<file path="config.mk">
export PLATFORM = sky130hd
export DESIGN_NAME = pot_bus_slave
export DESIGN_NICKNAME = d
export VERILOG_FILES = /design/src/rtl/pot_bus_pkg.sv /design/src/rtl/pot_bus_sync.sv /design/src/rtl/pot_bus_cond.sv /design/src/rtl/pot_bus_addr_match.sv /design/src/rtl/pot_bus_slave.sv
export SDC_FILE = /design/constraint.sdc
export NUM_CORES = 1
export LEC_CHECK = 0
export ABC_AREA = 0
export CELL_PAD_IN_SITES_DETAIL_PLACEMENT = 1
export CELL_PAD_IN_SITES_GLOBAL_PLACEMENT = 2
export CORE_ASPECT_RATIO = 1.25
export CORE_MARGIN = 5
export CORE_UTILIZATION = 40
export DETAILED_ROUTE_END_ITERATION = 6
export DONT_BUFFER_PORTS = 1
export PLACE_DENSITY = 0.76
export SKIP_CTS_REPAIR_TIMING = 1
export SLEW_MARGIN = 10
export SYNTH_ARGS = -nofsm -noshare
export SYNTH_HDL_FRONTEND = slang
export SYNTH_SLANG_ARGS = --single-unit
</file>
<file path="constraint.sdc">
create_clock -name clk -period 2.4 [get_ports clk]
set_input_delay 0.24 -clock clk [delete_from_list [all_inputs] [get_ports clk]]
set_output_delay 0.24 -clock clk [all_outputs]
set_load 0.01 [all_outputs]
</file>
<file path="src/rtl/pot_bus_pkg.sv">
package pot_bus_pkg;

    localparam int BYTE_W = 8;
    localparam int CNT_W  = $clog2(BYTE_W + 1);

    typedef enum logic [2:0] {
        ST_IDLE  = 3'd0,
        ST_RX    = 3'd1,
        ST_ACK   = 3'd2,
        ST_TX    = 3'd3,
        ST_TXACK = 3'd4
    } state_e;

    typedef enum logic [1:0] {
        PH_ADDR = 2'd0,
        PH_CMD  = 2'd1,
        PH_DATA = 2'd2
    } phase_e;

    typedef struct packed {
        state_e             state;
        phase_e             phase;
        logic [CNT_W-1:0]   bitcnt;
        logic [BYTE_W-1:0]  shreg;
        logic [BYTE_W-1:0]  txreg;
        logic [BYTE_W-1:0]  cmd;
        logic [BYTE_W-1:0]  data;
        logic               cmd_vld;
        logic               data_vld;
        logic               rd_req;
        logic               oe;
    } ctl_t;

endpackage

</file>
<file path="src/rtl/pot_bus_sync.sv">
module pot_bus_sync #(
    parameter int W      = 2,
    parameter int STAGES = 2
) (
    input  logic         clk,
    input  logic         rst_n,
    input  logic [W-1:0] line_i,
    output logic [W-1:0] cur_o,
    output logic [W-1:0] prev_o
);

    for (genvar g = 0; g < W; g++) begin : g_line
        logic [STAGES:0] chain_d, chain_q;

        always_comb begin
            chain_d = {chain_q[STAGES-1:0], line_i[g]};
        end

        always_ff @(posedge clk or negedge rst_n) begin
            if (!rst_n) chain_q <= '1;
            else        chain_q <= chain_d;
        end

        assign cur_o[g]  = chain_q[STAGES-1];
        assign prev_o[g] = chain_q[STAGES];
    end

endmodule

</file>
<file path="src/rtl/pot_bus_cond.sv">
module pot_bus_cond (
    input  logic scl_cur_i,
    input  logic scl_prev_i,
    input  logic sda_cur_i,
    input  logic sda_prev_i,
    output logic start_o,
    output logic stop_o,
    output logic scl_rise_o,
    output logic scl_fall_o
);

    logic scl_high;

    assign scl_high   = scl_cur_i & scl_prev_i;
    assign start_o    = scl_high & sda_prev_i & ~sda_cur_i;
    assign stop_o     = scl_high & ~sda_prev_i & sda_cur_i;
    assign scl_rise_o = scl_cur_i & ~scl_prev_i;
    assign scl_fall_o = ~scl_cur_i & scl_prev_i;

endmodule

</file>
<file path="src/rtl/pot_bus_addr_match.sv">
module pot_bus_addr_match #(
    parameter logic [3:0] DEV_TYPE = 4'b0101
) (
    input  logic [7:0] addr_i,
    input  logic [2:0] strap_i,
    output logic       hit_o
);

    logic [2:0] got;
    logic       type_ok;
    logic       fixed_ok;

    assign got      = {addr_i[3], addr_i[2], addr_i[0]};
    assign type_ok  = (addr_i[7:4] == DEV_TYPE);
    assign fixed_ok = ~addr_i[1];
    assign hit_o    = type_ok & fixed_ok & (got == strap_i);

endmodule

</file>
<file path="src/rtl/pot_bus_slave.sv">
module pot_bus_slave
    import pot_bus_pkg::*;
#(
    parameter int         SYNC_STAGES = 2,
    parameter logic [3:0] DEV_TYPE    = 4'b0101,
    parameter int         RD_FLAG_BIT = 7
) (
    input  logic        clk,
    input  logic        rst_n,
    input  logic        scl_i,
    input  logic        sda_i,
    output logic        sda_oe_o,
    input  logic [2:0]  strap_i,
    input  logic [7:0]  rd_byte_i,
    output logic        cmd_valid_o,
    output logic [7:0]  cmd_byte_o,
    output logic        data_valid_o,
    output logic [7:0]  data_byte_o
);

    localparam logic [CNT_W-1:0] LAST_RX = CNT_W'(BYTE_W);
    localparam logic [CNT_W-1:0] LAST_TX = CNT_W'(BYTE_W - 1);

    logic [1:0] line_cur, line_prev;
    logic       start_c, stop_c, scl_rise, scl_fall;
    logic       addr_hit;
    ctl_t       d, q;

    pot_bus_sync #(
        .W      (2),
        .STAGES (SYNC_STAGES)
    ) u_sync (
        .clk    (clk),
        .rst_n  (rst_n),
        .line_i ({scl_i, sda_i}),
        .cur_o  (line_cur),
        .prev_o (line_prev)
    );

    pot_bus_cond u_cond (
        .scl_cur_i  (line_cur[1]),
        .scl_prev_i (line_prev[1]),
        .sda_cur_i  (line_cur[0]),
        .sda_prev_i (line_prev[0]),
        .start_o    (start_c),
        .stop_o     (stop_c),
        .scl_rise_o (scl_rise),
        .scl_fall_o (scl_fall)
    );

    pot_bus_addr_match #(
        .DEV_TYPE (DEV_TYPE)
    ) u_match (
        .addr_i  (q.shreg),
        .strap_i (strap_i),
        .hit_o   (addr_hit)
    );

    always_comb begin
        d          = q;
        d.cmd_vld  = 1'b0;
        d.data_vld = 1'b0;
        if (stop_c) begin
            d.state = ST_IDLE;
            d.oe    = 1'b0;
        end else if (start_c) begin
            d.state  = ST_RX;
            d.phase  = PH_ADDR;
            d.bitcnt = '0;
            d.oe     = 1'b0;
        end else begin
            unique case (q.state)
                ST_RX: begin
                    if (scl_rise && (q.bitcnt != LAST_RX)) begin
                        d.shreg  = {q.shreg[BYTE_W-2:0], line_cur[0]};
                        d.bitcnt = q.bitcnt + 1'b1;
                    end else if (scl_fall && (q.bitcnt == LAST_RX)) begin
                        d.bitcnt = '0;
                        unique case (q.phase)
                            PH_ADDR: begin
                                if (addr_hit) begin
                                    d.state = ST_ACK;
                                    d.oe    = 1'b1;
                                end else begin
                                    d.state = ST_IDLE;
                                end
                            end
                            PH_CMD: begin
                                d.state   = ST_ACK;
                                d.oe      = 1'b1;
                                d.cmd     = q.shreg;
                                d.cmd_vld = 1'b1;
                                d.rd_req  = q.shreg[RD_FLAG_BIT];
                            end
                            default: begin
                                d.state    = ST_ACK;
                                d.oe       = 1'b1;
                                d.data     = q.shreg;
                                d.data_vld = 1'b1;
                            end
                        endcase
                    end
                end
                ST_ACK: begin
                    if (scl_fall) begin
                        d.oe = 1'b0;
                        unique case (q.phase)
                            PH_ADDR: begin
                                d.state = ST_RX;
                                d.phase = PH_CMD;
                            end
                            PH_CMD: begin
                                if (q.rd_req) begin
                                    d.state  = ST_TX;
                                    d.txreg  = rd_byte_i;
                                    d.oe     = ~rd_byte_i[BYTE_W-1];
                                    d.bitcnt = '0;
                                end else begin
                                    d.state = ST_RX;
                                    d.phase = PH_DATA;
                                end
                            end
                            default: d.state = ST_IDLE;
                        endcase
                    end
                end
                ST_TX: begin
                    if (scl_fall) begin
                        if (q.bitcnt == LAST_TX) begin
                            d.state = ST_TXACK;
                            d.oe    = 1'b0;
                        end else begin
                            d.txreg  = q.txreg << 1;
                            d.oe     = ~q.txreg[BYTE_W-2];
                            d.bitcnt = q.bitcnt + 1'b1;
                        end
                    end
                end
                ST_TXACK: begin
                    if (scl_fall) d.state = ST_IDLE;
                end
                default: begin
                    d.oe = 1'b0;
                end
            endcase
        end
    end

    always_ff @(posedge clk or negedge rst_n) begin
        if (!rst_n) q <= '0;
        else        q <= d;
    end

    assign sda_oe_o     = q.oe;
    assign cmd_valid_o  = q.cmd_vld;
    assign cmd_byte_o   = q.cmd;
    assign data_valid_o = q.data_vld;
    assign data_byte_o  = q.data;

endmodule

</file>
Yosys cells after proc, flatten, opt, wreduce, memory -nomap -nowiden
Cells that the tools add are included.
Operators by class
  add/subtract/negate cells: 1
  equal/unequal tests: 30
  muxes and demuxes: 47
  bitwise gates (word level): 20
  reduce and logical (&&, ||, !) cells: 18
Operator list (count)
  $mux 7: 5
  $mux 4: 8
  $ne 4x4->1 const B: 8
  $mux 3: 10
  $mux 9: 2
  $ne 3x3->1 const B: 6
  $reduce_and 6->1: 3
  $reduce_and 8->1: 2
  $pmux 7 s2: 1
  $mux 1: 12
  $pmux 3 s4: 1
  $pmux 4 s3: 1
  $not 1->1: 11
  $and 1x1->1: 9
  $eq 4x3->1 const B: 2
  $mux 2: 4
  $ne 2x2->1 const B: 4
  $pmux 2 s2: 2
  $reduce_and 7->1: 1
  $eq 3x2->1 const B: 2
  $reduce_bool 2->1: 3
  $reduce_bool 6->1: 1
  $ne 5x5->1 const B: 1
  $reduce_and 5->1: 1
  other kinds (15): 16
Word-level totals
  bits in registers: 50

Logic depth before layout (Yosys ltp)
  depth in word-level cells: 10
  mapped depth: 8
  mapped depth without buffers: 7

Hierarchy
A second synthesis with hierarchy kept.
Second synthesis, totals
  cell total of the unflattened synthesis: 214
  area total of the unflattened synthesis: 2449.8 µm²
By module, submodules not included
  pot_bus_slave: times used 1, cells each 194, area an instance 2172.1 µm²
  pot_bus_sync: times used 1, cells each 10, area an instance 187.7 µm²
  pot_bus_addr_match: times used 1, cells each 6, area an instance 57.6 µm²
  pot_bus_cond: times used 1, cells each 4, area an instance 32.5 µm²

Least setup slack after synthesis
OpenSTA, ideal clock, no wires.
  path kind: reg2reg
  from: register u_sync.g_line[1].chain_q[1]
  to: register q[37] (netlist name)
  arrival time: 1.819 ns
  required time: 2.321 ns
  setup slack: 0.502 ns
  cell stages (with the launch flop): 7
  buffers on the path: 1
  period minus slack after synthesis: 1.898 ns
  cells stage by stage: dfstp_2 -> buf_2 -> nand4b_2 -> a311o_1 -> nor3_2 -> o31a_1 -> mux2i_1
Between the ends
  longest elaborated chain between the ends: 5
RTL lines
  from (decl): RTL line pot_bus_sync.sv:13  | logic [STAGES:0] chain_d, chain_q;
  from (signal assigned): RTL line pot_bus_sync.sv:21  | else chain_q <= chain_d;
  $and 1x1->1, or another cell as far along: RTL line pot_bus_cond.sv:14  | assign scl_high = scl_cur_i & scl_prev_i;
  $and 1x1->1, or another cell as far along (2 in a row): RTL line pot_bus_cond.sv:15  | assign start_o = scl_high & sda_prev_i & ~sda_cur_i;
  $ne 4x4->1 (no line), or another cell as far along
  $reduce_and 8->1 (no line) / $mux 9 (equally long branches)
  to (signal assigned): RTL line pot_bus_slave.sv:150  | if (!rst_n) q <= '0;
  to (signal assigned): RTL line pot_bus_slave.sv:151  | else q <= d;
  to (decl): RTL line pot_bus_slave.sv:27  | ctl_t d, q;
Parallel ways exist; a longest one is shown, timed or not.
A chain may end at the register's enable or synchronous reset.

Worst setup path in the final report
  from: register q[43] (netlist name)
  to: register q (netlist bit data_byte_o[7])
Between the ends
  longest elaborated chain between the ends: 2
RTL lines
  $eq 3x1->1: RTL line pot_bus_slave.sv:72  | unique case (q.state)
  $reduce_and 6->1 (no line)
No other way between the ends.

==> metrics.txt <==
# TYPE chip_impl_metric gauge
chip_impl_metric{name="dieWidth",unit="µm"} 79.8
chip_impl_info{name="timing.critical_path.to_type",value="flip-flop"} 1
chip_impl_metric{name="place.detailed.instances",unit=""} 281
chip_impl_metric{name="min_period",unit="ps"} 2160
chip_impl_metric{name="die_y",unit="µm"} 97.3
chip_impl_metric{name="detailed_place_hpwl",unit="mm"} 3.90
chip_impl_metric{name="p_leak",unit="nW"} 1.21
chip_impl_metric{name="synth_seq_area_share",unit="%"} 50.6
chip_impl_metric{name="ioPinCount",unit=""} 34
chip_impl_metric{name="areaGrowthSynthToFinish",unit="%"} 5.39
chip_impl_metric{name="final.hold.worst_slack",unit="ps"} 65.6
chip_impl_metric{name="finalNetCount",unit=""} 227
chip_impl_metric{name="post_layout_nonfiller_instances",unit=""} 293
chip_impl_metric{name="clock_latency",unit="ps"} 300
chip_impl_info{name="synthFlopType",value="dfrtp_1"} 1
chip_impl_metric{name="ff2ff_path_depth",unit=""} 4
chip_impl_metric{name="number_of_core_rows",unit=""} 31
chip_impl_info{name="worst_setup_path_startpoint",value="q[43]"} 1
chip_impl_metric{name="antenna_left",unit=""} 0
chip_impl_metric{name="ctsHtreeMaxLevel",unit=""} 2
chip_impl_metric{name="fraction_of_the_cycle_the_final_worst_path_needs",unit="%"} 90.0
chip_impl_info{name="cts_root_buffer",value="clkbuf_8"} 1
chip_impl_info{name="r2r_end",value="data_byte_o[7]"} 1
chip_impl_info{name="worstSetupPathType",value="reg -> reg"} 1
chip_impl_metric{name="yosys_warnings",unit=""} 0
chip_impl_metric{name="grtUsageTotal",unit="%"} 14.5
chip_impl_info{name="cts_tree",value="yes"} 1
chip_impl_info{name="yosys.area.top_type",value="dfrtp_1"} 1
chip_impl_metric{name="asyncSetResetFlopFracSynth",unit="%"} 100
chip_impl_metric{name="reg2reg_setup_slack",unit="ps"} 240
chip_impl_metric{name="synth_cells",unit=""} 217
chip_impl_metric{name="fin_skew",unit="ps"} 9.00
chip_impl_metric{name="die-area",unit="µm²"} 7760
chip_impl_metric{name="fp.coreArea",unit="µm²"} 5860
chip_impl_metric{name="timing.fmax",unit="MHz"} 463
chip_impl_metric{name="drt_pass1_iterations",unit=""} 4
chip_impl_info{name="status",value="complete, no violations"} 1
chip_impl_metric{name="clockBufferDepth",unit=""} 2
chip_impl_info{name="crit_path_end",value="data_byte_o[7]"} 1
chip_impl_info{name="worst_r2r_startpoint",value="q[43]"} 1
chip_impl_metric{name="final_design_area_excluding_fillers",unit="µm²"} 2570
chip_impl_metric{name="synth_top_cell_area_share",unit="%"} 44.2
chip_impl_metric{name="fillCellCount",unit=""} 657
chip_impl_metric{name="detailroute.via_count",unit=""} 1603
chip_impl_metric{name="initial_utilization",unit="%"} 41.6
chip_impl_metric{name="max-vdd-ir-drop",unit="mV"} 0.458
chip_impl_metric{name="finalSetupViolCount",unit=""} 0
chip_impl_metric{name="final_critical_path_setup_slack",unit="ps"} 241
chip_impl_metric{name="vias_per_cell",unit=""} 5.47
chip_impl_metric{name="min_path_cells",unit=""} 2
chip_impl_metric{name="worst-path-max-fanout",unit=""} 11
chip_impl_metric{name="tritoncts.num_buffers",unit=""} 5
chip_impl_metric{name="place.gp.congestion",unit=""} 0.917
chip_impl_info{name="yosys.cell_count.top_type",value="dfrtp_1"} 1
chip_impl_metric{name="pin_count_of_the_biggest_net_entering_global_routing",unit=""} 50
chip_impl_metric{name="yosys_register_bits",unit=""} 49
chip_impl_metric{name="synthesis.area_per_instance",unit="µm²"} 11.2
chip_impl_metric{name="insertedDiodeCount",unit=""} 0
chip_impl_metric{name="dp_worst_setup_slack",unit="ps"} 273
chip_impl_metric{name="global_route.overflow_total",unit=""} 0
chip_impl_metric{name="place_area",unit="µm²"} 2420
chip_impl_metric{name="drive_above_1_share",unit="%"} 22.7
chip_impl_metric{name="port_buffers",unit=""} 0
chip_impl_metric{name="max-slew-margin-rel",unit="%"} 69.6
chip_impl_metric{name="synth_enable_flop_cells",unit=""} 0
chip_impl_metric{name="total_standard_cell_area_after_synthesis",unit="µm²"} 2440
chip_impl_metric{name="cp.required",unit="ps"} 2590
chip_impl_metric{name="grt_pass1_vias",unit=""} 1712
chip_impl_metric{name="setup-tns-final",unit="ps"} 0
chip_impl_metric{name="mappedNetlistNets",unit=""} 234
chip_impl_metric{name="dr.first_iter.drc_count",unit=""} 67
chip_impl_metric{name="final-hold-violation-count",unit=""} 0
chip_impl_info{name="synth.top_cells.by_count",value="43 x dfrtp_1, 23 x mux2_2, 23 x nand2_1"} 1
chip_impl_metric{name="wl_per_cell",unit="µm"} 17.9
chip_impl_metric{name="cts.sink_count",unit=""} 49
chip_impl_info{name="startpoint_type",value="flip-flop"} 1
chip_impl_info{name="rsz_0062_raised_after_global_routing",value="false"} 1
chip_impl_metric{name="route.final.wire_length",unit="mm"} 5.26
chip_impl_metric{name="clock_transition_at_the_register_clock_pins_on_the_worst_setup_and_hold_paths_after_cts",unit="ps"} 90
chip_impl_metric{name="antenna_found_initial",unit=""} 0
chip_impl_metric{name="detail_route.drc_violations",unit=""} 0
chip_impl_metric{name="grt_pass1_wl",unit="mm"} 8.88
chip_impl_metric{name="timing.final.max_slew_violations",unit=""} 0
chip_impl_info{name="min_path_type",value="in -> reg"} 1
chip_impl_info{name="synth.area.top_cells",value="dfrtp_1 44%, mux2_2 11%, dfstp_2 6.5%, buf_4 5.2%, mux2i_1 4.1%"} 1
chip_impl_metric{name="synth_cell_type_count",unit=""} 45
chip_impl_metric{name="max_cap_viol_count",unit=""} 0
chip_impl_metric{name="powerDensity",unit="nW/µm²"} 840
chip_impl_metric{name="worst_max_slew_pin_slew",unit="ps"} 455
chip_impl_metric{name="worst_ep_arrival_time",unit="ps"} 2340
==> logic make-up after synthesis <==
| kind of cell | Yosys count | synth area share (%) |
|---|---|---|
| AND/OR/NAND/NOR | 57 | 13.5 |
| flip-flops | 49 | 50.6 |
| AO/OA/AOI/OAI | 39 | 10.7 |
| buffers and inverters | 33 | 7.96 |
| multiplexers | 33 | 14.7 |
| XOR/XNOR | 4 | 1.44 |
| adder cells (fa/ha/maj) | 2 | 1.03 |
==> how the worst min path moves through the flow <==
stage,start,endpoint,slack [ps]
finish,rd_byte_i[0],q[20],70
global route,rd_byte_i[0],q[20],60
CTS,rst_n,q[44],-390
detailed placement,rst_n,q[42],-50
global placement,rst_n,q[42],-50
floorplan,rst_n,cmd_byte_o[0],-60
==> registers in the layout, summed over array words and instances (netlist names) <==
register and count:
q 25, data_byte_o 8, cmd_byte_o 7, u_sync.g_line.chain_q 6, cmd_valid_o 1, data_valid_o 1
sda_oe_o 1
==> power breakdown <==
group          internal [mW]  switching (mW)
clock network          0.208           0.279
registers              0.979           0.157
logic                  0.242           0.291
total                   1.43           0.727
==> metal layers <==
layer  track usage [%]  up-vias  wire length [µm]
met3              4.55        5               274
li1                  -      749                 -
met5                 0        -                 0
met1              18.1      814              2200
met2              23.9       35              2740
met4              4.42        0                43
==> final cells by class <==
cell class              instances  area [µm²]  share of cell area [%]
flip-flops and latches         49        1230                    48.1
repair buffers                 10         103                    4.00
clock buffers                   6        72.6                    2.83
multi-input cells             135        1010                    39.3
inverters                       9        33.8                    1.32
well taps                      82         103                    4.00
clock inverters                 2        13.8                   0.536
==> placed cells by master (no fill, tap or decap), types with 2 or more instances in the layout <==
cell and n:
dfrtp_1 43, nand2_1 23, mux2_2 23, o21ai_0 15
mux2i_1 10, inv_1 9, nor3_1 7, buf_4 6
dfstp_2 6, nor2_1 5, clkbuf_8 5, o22ai_1 4
a41oi_1 4, nand3b_1 3, nand3_1 3, xnor2_1 3
a21oi_1 3, dlygate4sd3_1 3, nand2b_1 2, nor2b_1 2
and3b_1 2, nand4b_1 2, a31oi_1 2, ha_1 2
==> metrics by stage <==
step / power [mW] / util, %
final: 2.16 / 43.8
after global routing: 2.31 / 43.8
after CTS: 2.17 / 42.9
after detailed placement: 1.67 / 41.4
after global placement: 1.64 / 41.4
after floorplan: 1.51 / -
==> worst max-delay path: stages (launching register included) <==
cell and delay (ps):
dfrtp_1 500, or3_4 450, nor3_1 370, nand2_1 350, mux2_2 370
Power figures use the tool's default switching activity.
